$ cat src/rtl/pcs_pkg.sv
`timescale 1ns/1ps
package pcs_pkg;
    typedef enum logic [1:0] {
        CYC_FETCH = 2'd0,
        CYC_EXEC  = 2'd1,
        CYC_INTR  = 2'd2
    } cyc_e;

    localparam logic [3:0] OPH_BRANCH = 4'h3;
    localparam logic [3:0] OPH_SELECT = 4'hD;
    localparam int         INTR_PTR   = 2;
    localparam int         INTR_PC    = 1;
endpackage

$ cat src/rtl/pcs_regfile.sv
`timescale 1ns/1ps
module pcs_regfile #(
    parameter int NREG = 16,
    parameter int AW   = 16
) (
    input  logic                    clk,
    input  logic                    rst_n,
    input  logic [$clog2(NREG)-1:0] rd_sel,
    input  logic                    wr_en,
    input  logic [$clog2(NREG)-1:0] wr_sel,
    input  logic [AW-1:0]           wr_data,
    output logic [AW-1:0]           rd_data
);
    localparam int SW = $clog2(NREG);

    logic [AW-1:0] regs [NREG];

    for (genvar g = 0; g < NREG; g++) begin : g_reg
        localparam logic [SW-1:0] IDX = SW'(g);
        always_ff @(posedge clk or negedge rst_n) begin
            if (!rst_n)
                regs[g] <= '0;
            else if (wr_en && wr_sel == IDX)
                regs[g] <= wr_data;
        end
    end

    assign rd_data = regs[rd_sel];
endmodule

$ cat src/rtl/pcs_brcond.sv
`timescale 1ns/1ps
module pcs_brcond #(
    parameter int NFLAG = 4
) (
    input  logic [7:0]       opcode,
    input  logic [NFLAG-1:0] flags,
    output logic             is_br,
    output logic             take
);
    import pcs_pkg::*;
    localparam int FW = $clog2(NFLAG);

    logic flag_val;

    always_comb begin
        is_br    = (opcode[7:4] == OPH_BRANCH) && opcode[2];
        flag_val = flags[opcode[FW-1:0]];
        // bit 3 clear: branch on flag true; bit 3 set: branch on flag false
        take     = is_br && (flag_val ^ opcode[3]);
    end
endmodule

$ cat src/rtl/pcs_ctrl.sv
`timescale 1ns/1ps
module pcs_ctrl #(
    parameter int SW = 4,
    parameter int AW = 16
) (
    input  logic               clk,
    input  logic               rst_n,
    input  logic               irq,
    input  logic [7:0]         mem_din,
    input  logic [AW-1:0]      pc_val,
    input  logic               is_br,
    input  logic               take,
    output logic [7:0]         opcode,
    output logic               mem_rd,
    output logic               wr_en,
    output logic [AW-1:0]      wr_data,
    output logic [SW-1:0]      p_q,
    output logic [SW-1:0]      x_q,
    output logic [2*SW-1:0]    t_q,
    output logic               ie_q,
    output pcs_pkg::cyc_e      state
);
    import pcs_pkg::*;

    cyc_e nxt;
    logic is_sel;

    assign is_sel = (opcode[7:4] == OPH_SELECT);

    // state register
    always_ff @(posedge clk or negedge rst_n) begin
        if (!rst_n) state <= CYC_FETCH;
        else        state <= nxt;
    end

    // next state
    always_comb begin
        nxt = CYC_FETCH;
        unique case (state)
            CYC_FETCH: nxt = CYC_EXEC;
            CYC_EXEC:  nxt = (irq && ie_q) ? CYC_INTR : CYC_FETCH;
            CYC_INTR:  nxt = CYC_FETCH;
            default:   nxt = CYC_FETCH;
        endcase
    end

    // outputs toward memory and register file
    always_comb begin
        mem_rd  = 1'b0;
        wr_en   = 1'b0;
        wr_data = pc_val + AW'(1);
        unique case (state)
            CYC_FETCH: begin
                mem_rd = 1'b1;
                wr_en  = 1'b1;
            end
            CYC_EXEC: begin
                mem_rd = is_br;
                wr_en  = is_br;
                if (take) wr_data = {pc_val[AW-1:8], mem_din};
            end
            CYC_INTR: ;
            default: ;
        endcase
    end

    // opcode and designator registers
    always_ff @(posedge clk or negedge rst_n) begin
        if (!rst_n) begin
            opcode <= '0;
            p_q    <= '0;
            x_q    <= '0;
            t_q    <= '0;
            ie_q   <= 1'b1;
        end else begin
            unique case (state)
                CYC_FETCH: opcode <= mem_din;
                CYC_EXEC:  if (is_sel) p_q <= opcode[SW-1:0];
                CYC_INTR: begin
                    t_q  <= {x_q, p_q};
                    x_q  <= SW'(INTR_PTR);
                    p_q  <= SW'(INTR_PC);
                    ie_q <= 1'b0;
                end
                default: ;
            endcase
        end
    end

    assert_fetch_then_exec_R11: assert property (@(posedge clk) disable iff (!rst_n)
        state == CYC_FETCH |=> state == CYC_EXEC);

    assert_fetch_strobe_R2: assert property (@(posedge clk) disable iff (!rst_n)
        state == CYC_FETCH |-> mem_rd);

    assert_select_loads_R3: assert property (@(posedge clk) disable iff (!rst_n)
        (state == CYC_EXEC && is_sel) |=> p_q == $past(opcode[SW-1:0]));

    assert_intr_entry_R9: assert property (@(posedge clk) disable iff (!rst_n)
        state == CYC_INTR |=> (p_q == SW'(INTR_PC) && x_q == SW'(INTR_PTR)
                               && !ie_q && t_q == $past({x_q, p_q})));

    assert_intr_gated_R10: assert property (@(posedge clk) disable iff (!rst_n)
        state == CYC_INTR |-> ie_q);

    assert_other_quiet_R8: assert property (@(posedge clk) disable iff (!rst_n)
        (state == CYC_EXEC && !is_br && !is_sel) |=> (p_q == $past(p_q) && pc_val == $past(pc_val)));
endmodule

$ cat src/rtl/pcsel_seq.sv
`timescale 1ns/1ps
module pcsel_seq #(
    parameter int NREG  = 16,
    parameter int AW    = 16,
    parameter int NFLAG = 4
) (
    input  logic                      clk,
    input  logic                      rst_n,
    input  logic                      irq,
    input  logic [NFLAG-1:0]          flags,
    input  logic [7:0]                mem_din,
    output logic [AW-1:0]             mem_addr,
    output logic                      mem_rd,
    output logic [$clog2(NREG)-1:0]   pc_sel,
    output logic [$clog2(NREG)-1:0]   ptr_sel,
    output logic [2*$clog2(NREG)-1:0] temp,
    output logic                      int_en
);
    import pcs_pkg::*;
    localparam int SW = $clog2(NREG);

    logic [AW-1:0] pc_val;
    logic [AW-1:0] wr_data;
    logic          wr_en;
    logic [7:0]    opcode;
    logic          is_br;
    logic          take;
    cyc_e          state;

    pcs_regfile #(.NREG(NREG), .AW(AW)) u_rf (
        .clk     (clk),
        .rst_n   (rst_n),
        .rd_sel  (pc_sel),
        .wr_en   (wr_en),
        .wr_sel  (pc_sel),
        .wr_data (wr_data),
        .rd_data (pc_val)
    );

    pcs_brcond #(.NFLAG(NFLAG)) u_br (
        .opcode (opcode),
        .flags  (flags),
        .is_br  (is_br),
        .take   (take)
    );

    pcs_ctrl #(.SW(SW), .AW(AW)) u_ctrl (
        .clk     (clk),
        .rst_n   (rst_n),
        .irq     (irq),
        .mem_din (mem_din),
        .pc_val  (pc_val),
        .is_br   (is_br),
        .take    (take),
        .opcode  (opcode),
        .mem_rd  (mem_rd),
        .wr_en   (wr_en),
        .wr_data (wr_data),
        .p_q     (pc_sel),
        .x_q     (ptr_sel),
        .t_q     (temp),
        .ie_q    (int_en),
        .state   (state)
    );

    assign mem_addr = pc_val;

    assert_page_kept_R5: assert property (@(posedge clk) disable iff (!rst_n)
        (state == CYC_EXEC && take) |=> mem_addr[AW-1:8] == $past(mem_addr[AW-1:8]));

    assert_low_byte_R5: assert property (@(posedge clk) disable iff (!rst_n)
        (state == CYC_EXEC && take) |=> mem_addr[7:0] == $past(mem_din));

    assert_skip_operand_R6: assert property (@(posedge clk) disable iff (!rst_n)
        (state == CYC_EXEC && is_br && !take) |=> mem_addr == $past(mem_addr) + AW'(1));
endmodule

$ cat config.mk
export PLATFORM = sky130hd
export DESIGN_NAME = pcsel_seq
export DESIGN_NICKNAME = d
export VERILOG_FILES = /design/src/rtl/pcs_pkg.sv /design/src/rtl/pcs_regfile.sv /design/src/rtl/pcs_brcond.sv /design/src/rtl/pcs_ctrl.sv /design/src/rtl/pcsel_seq.sv
export SDC_FILE = /design/constraint.sdc
export NUM_CORES = 1
export LEC_CHECK = 0
export BUFFER_PORTS_ARGS = -buffer_cell sky130_fd_sc_hd__clkbuf_2
export CAP_MARGIN = 20
export CORE_UTILIZATION = 50
export DETAILED_ROUTE_END_ITERATION = 10
export GPL_TIMING_DRIVEN = 0
export PLACE_DENSITY_LB_ADDON = 0.08
export SLEW_MARGIN = 20
export SYNTH_ARGS = -nofsm -noshare
export SYNTH_HDL_FRONTEND = slang
export SYNTH_SLANG_ARGS = --single-unit
$ cat constraint.sdc
create_clock -name clk -period 2.8 [get_ports clk]
set_input_delay 0.14 -clock clk [delete_from_list [all_inputs] [get_ports clk]]
set_output_delay 0.14 -clock clk [all_outputs]
set_load 0.01 [all_outputs]
==> run_results.csv <==
group,metric,value,unit
synthesis,ys_types,55,
final_layout,num-nets-final,1424,
critical_path,path_max_fanout,8,
cts,cts_tree,"built",
place,place_ws,-978,ps
place,hpwl,27900,µm
synthesis,syn-cell-area,13600,µm²
critical_path,cp.arrival,3520,ps
grt,grt_pass1_vias,10406,
die,die_y,167,µm
cts,cts_sinks,277,
synthesis,ys_ff_latch,277,
synthesis,synthCells,1204,
power,switching_share,38.0,%
power,irDropWorstVdd,0.532,mV
timing,fin_hold_ws,92.0,ps
timing,timing.final.setup_violations,237,
power,design_power_total,20.9,mW
timing,period_minus_slack,3070,ps
cts,cts_buffer_depth,3,
final_layout,antennaDiodeCount,0,
power,leakagePower,7.90,nW
cts,cts_buffers,31,
cts,clock_latency,570,ps
timing,fin_skew,18.4,ps
synthesis,ys.flop_type,"dfrtp_1",
die,start_util,51.4,%
power,combPwrFrac,49.5,%
timing,slew_violations,0,
routing,antenna_left,0,
place,port_buffers,42,
routing,dr.pass1.iters,5,
cts,htree_levels,1,
cts,root_buffer,"clkbuf_16",
die,rows,59,
routing,finalWirelength,45000,µm
power,p_int,13.0,mW
final_layout,final_layout_size_suffix_gt1_share,45.0,%
timing,layout_setup_ws,-271,ps
routing,drc,0,
die,die_w,167,µm
routing,viasPerCell,6.13,
routing,vias,10802,
routing,wl_per_cell,25.5,µm
synthesis,async_reset_ff_share,100,%
final_layout,final_area,17900,µm²
timing,relSlewSlack,42.6,%
routing,drt_iter0_drc,960,
power,p_sw,7.95,mW
status,status,"complete, but fails checks",
grt,grt_start_max_net_pins,85,
status,violations,"setup timing",
final_layout,final_util,67.9,%
cts,path_clk_slew,60,ps
timing,worst_slew_pin_slew,855,ps
critical_path,critPathCaptureType,"flop",
die,io_pins,49,
grt,grtUsageTotal,31.6,%
timing,max_freq,326,MHz
die,die_area,27800,µm²
job,maxCapViolCount,0,
grt,antenna_found_initial,0,
synthesis,synth-edff-count,0,
place,place_area,14300,µm²
place,gp_congestion,0.897,
synthesis,ys_warn_count,0,
grt,gr-total-overflow,0,
synthesis,ys_seq_area_share,51.2,%
critical_path,worstPathRequired,3240,ps
timing,rsz0062_at_grt,"true",
synthesis,syn_avg_cell_area,11.3,µm²
timing,fin_crit_sh,110,%
worst_hold_path,hp-class,"input port to asynchronous set/reset pin",
power,clkPwrFrac,18.9,%
die,fp.coreArea,26400,µm²
critical_path,critPathKind,"flop to flop",
grt,grt_pass1_wl,65600,µm
power,pwr-share-seq,31.6,%
critical_path,start_kind,"flop",
power,p_per_area,1170,nW/µm²
final_layout,syn_to_final_growth,32.0,%
timing,finalHoldViolations,0,
## placed cells by master (no fill, tap or decap), drive strengths merged, types with 2 or more instances in the layout
| cell | n |
|---|---|
| nor2 | 79 |
| nand2b | 4 |
| dfrtp | 276 |
| nand3 | 7 |
| clkinv | 6 |
| clkbuf | 127 |
| a22oi | 38 |
| nand2 | 245 |
| mux2i | 35 |
| nor3 | 3 |
| nor2b | 2 |
| dlygate4sd3 | 10 |
| buf | 184 |
| mux2 | 62 |
| or3 | 10 |
| o21ai | 180 |
| a21oi | 21 |
| inv | 5 |
| nor4 | 22 |
| and2 | 3 |
| conb | 6 |
| xor2 | 2 |
| or2 | 2 |
| xnor2 | 9 |
| mux4 | 68 |
| nand4 | 6 |
## worst paths after layout
kind                           startpoint         endpoint  depth (start not counted)  slack [ps]
setup / recovery            u_ctrl.p_q[0]     u_rf.regs[4]                         13        -270
hold / removal                      rst_n   u_rf.regs[249]                          2          90
setup reg to reg            u_ctrl.p_q[0]     u_rf.regs[4]                         13        -270
hold reg to reg            u_rf.regs[139]   u_rf.regs[139]                          2         470
max in group asynchronous           rst_n   u_rf.regs[162]                          4        1570
min in group clk                      irq  u_ctrl.state[1]                          4         340
## synthesized netlist by cell type (all sizes together), types with 2 or more instances
library cell / instances / area share [%]
nor2b: 2 / 0.092
o21ai: 180 / 7.2
nand2b: 4 / 0.18
nand2: 245 / 6.9
nand4: 6 / 0.50
buf: 54 / 3.2
dfrtp: 276 / 51
a21oi: 21 / 0.78
nand3: 7 / 0.30
mux2i: 35 / 2.6
and2: 3 / 0.14
inv: 5 / 0.16
clkbuf: 57 / 1.7
xnor2: 9 / 0.94
nor2: 79 / 2.2
or2: 2 / 0.092
or3: 10 / 0.46
nor4: 22 / 1.2
mux2: 62 / 5.2
nor3: 3 / 0.11
xor2: 2 / 0.13
a22oi: 38 / 2.5
mux4: 68 / 11
## logic make-up (layout without fill, tap and decap cells)
family                     Yosys count  in the layout  share of synthesized area, %
muxes                              165            165                          19.2
AOI/OAI and AO/OA                  245            245                          11.0
other                                1              6                        0.0277
xor gates and xnor gates            11             11                          1.07
and+or+nand+nor                    388            388                          12.5
buffers and inverters              116            335                          4.99
adders and majority gates            1              1                        0.0923
DFF                                277            277                          51.2
## power groups by stage
| stage | logic (mW) | registers, mW | clock network, mW |
|---|---|---|---|
| floorplan | 4.39 | 6.31 | 0 |
| detailed placement | 6.17 | 6.60 | 0 |
| finish | 10.4 | 6.61 | 3.96 |
| global placement | 6.03 | 6.55 | 0 |
| CTS | 8.14 | 6.56 | 3.99 |
| global route | 10.9 | 6.78 | 4.14 |
## metal layers
layer / track usage [%] / part of all wire [%]
met5: 0 / 0
met4: 8.45 / 2.7
met2: 48.1 / 45
met3: 4.63 / 8.5
met1: 47.4 / 44
## flip-flops by register name (all words and copies together) (netlist names)
register and count:
u_ctrl.p_q 4, u_ctrl.state 2, u_ctrl.t_q 5, u_ctrl.x_q 1, u_ctrl.ie_q 1, u_ctrl.opcode 8, u_rf.regs 256
## cell type report
| cell class | instances | area (µm²) |
|---|---|---|
| plain buffers | 107 | 920 |
| clock buffers | 45 | 908 |
| clock inverters | 8 | 68.8 |
| fillers | 1920 | 8460 |
| inverters | 5 | 30.0 |
| multi-input cells | 816 | 6850 |
| flip-flops and latches | 277 | 6930 |
| well taps | 335 | 419 |
| repair buffers | 170 | 1760 |
## stage by stage
stage / setup TNS [ps] / std cells
after floorplan: -1490 / 1209
after global placement: -1374280 / 1586
after detailed placement: -167670 / 1589
after CTS: -25700 / 1736
after global routing: -50890 / 1763
final: -37680 / 1763
## what timing repair did
action                     4_1_cts  5_1_grt
setup endpoints to repair      268      264
buffers inserted                74       24
cloned                          10        7
hold endpoints to repair       130        0
resized for setup              185      325
hold buffers                    10        0
pin swaps                       57      110
## critical path: stages (launching register included)
cell	delay (ps)
dfrtp_1	380
buf_8	160
buf_12	150
buf_12	140
mux4_2	570
a22oi_2	170
nand2_2	140
ha_4	200
a21boi_4	150
nand2_2	100
xor2_2	180
a21oi_4	140
clkbuf_8	190
mux2_2	260
Note: power is estimated with default switching activity, not from simulation.
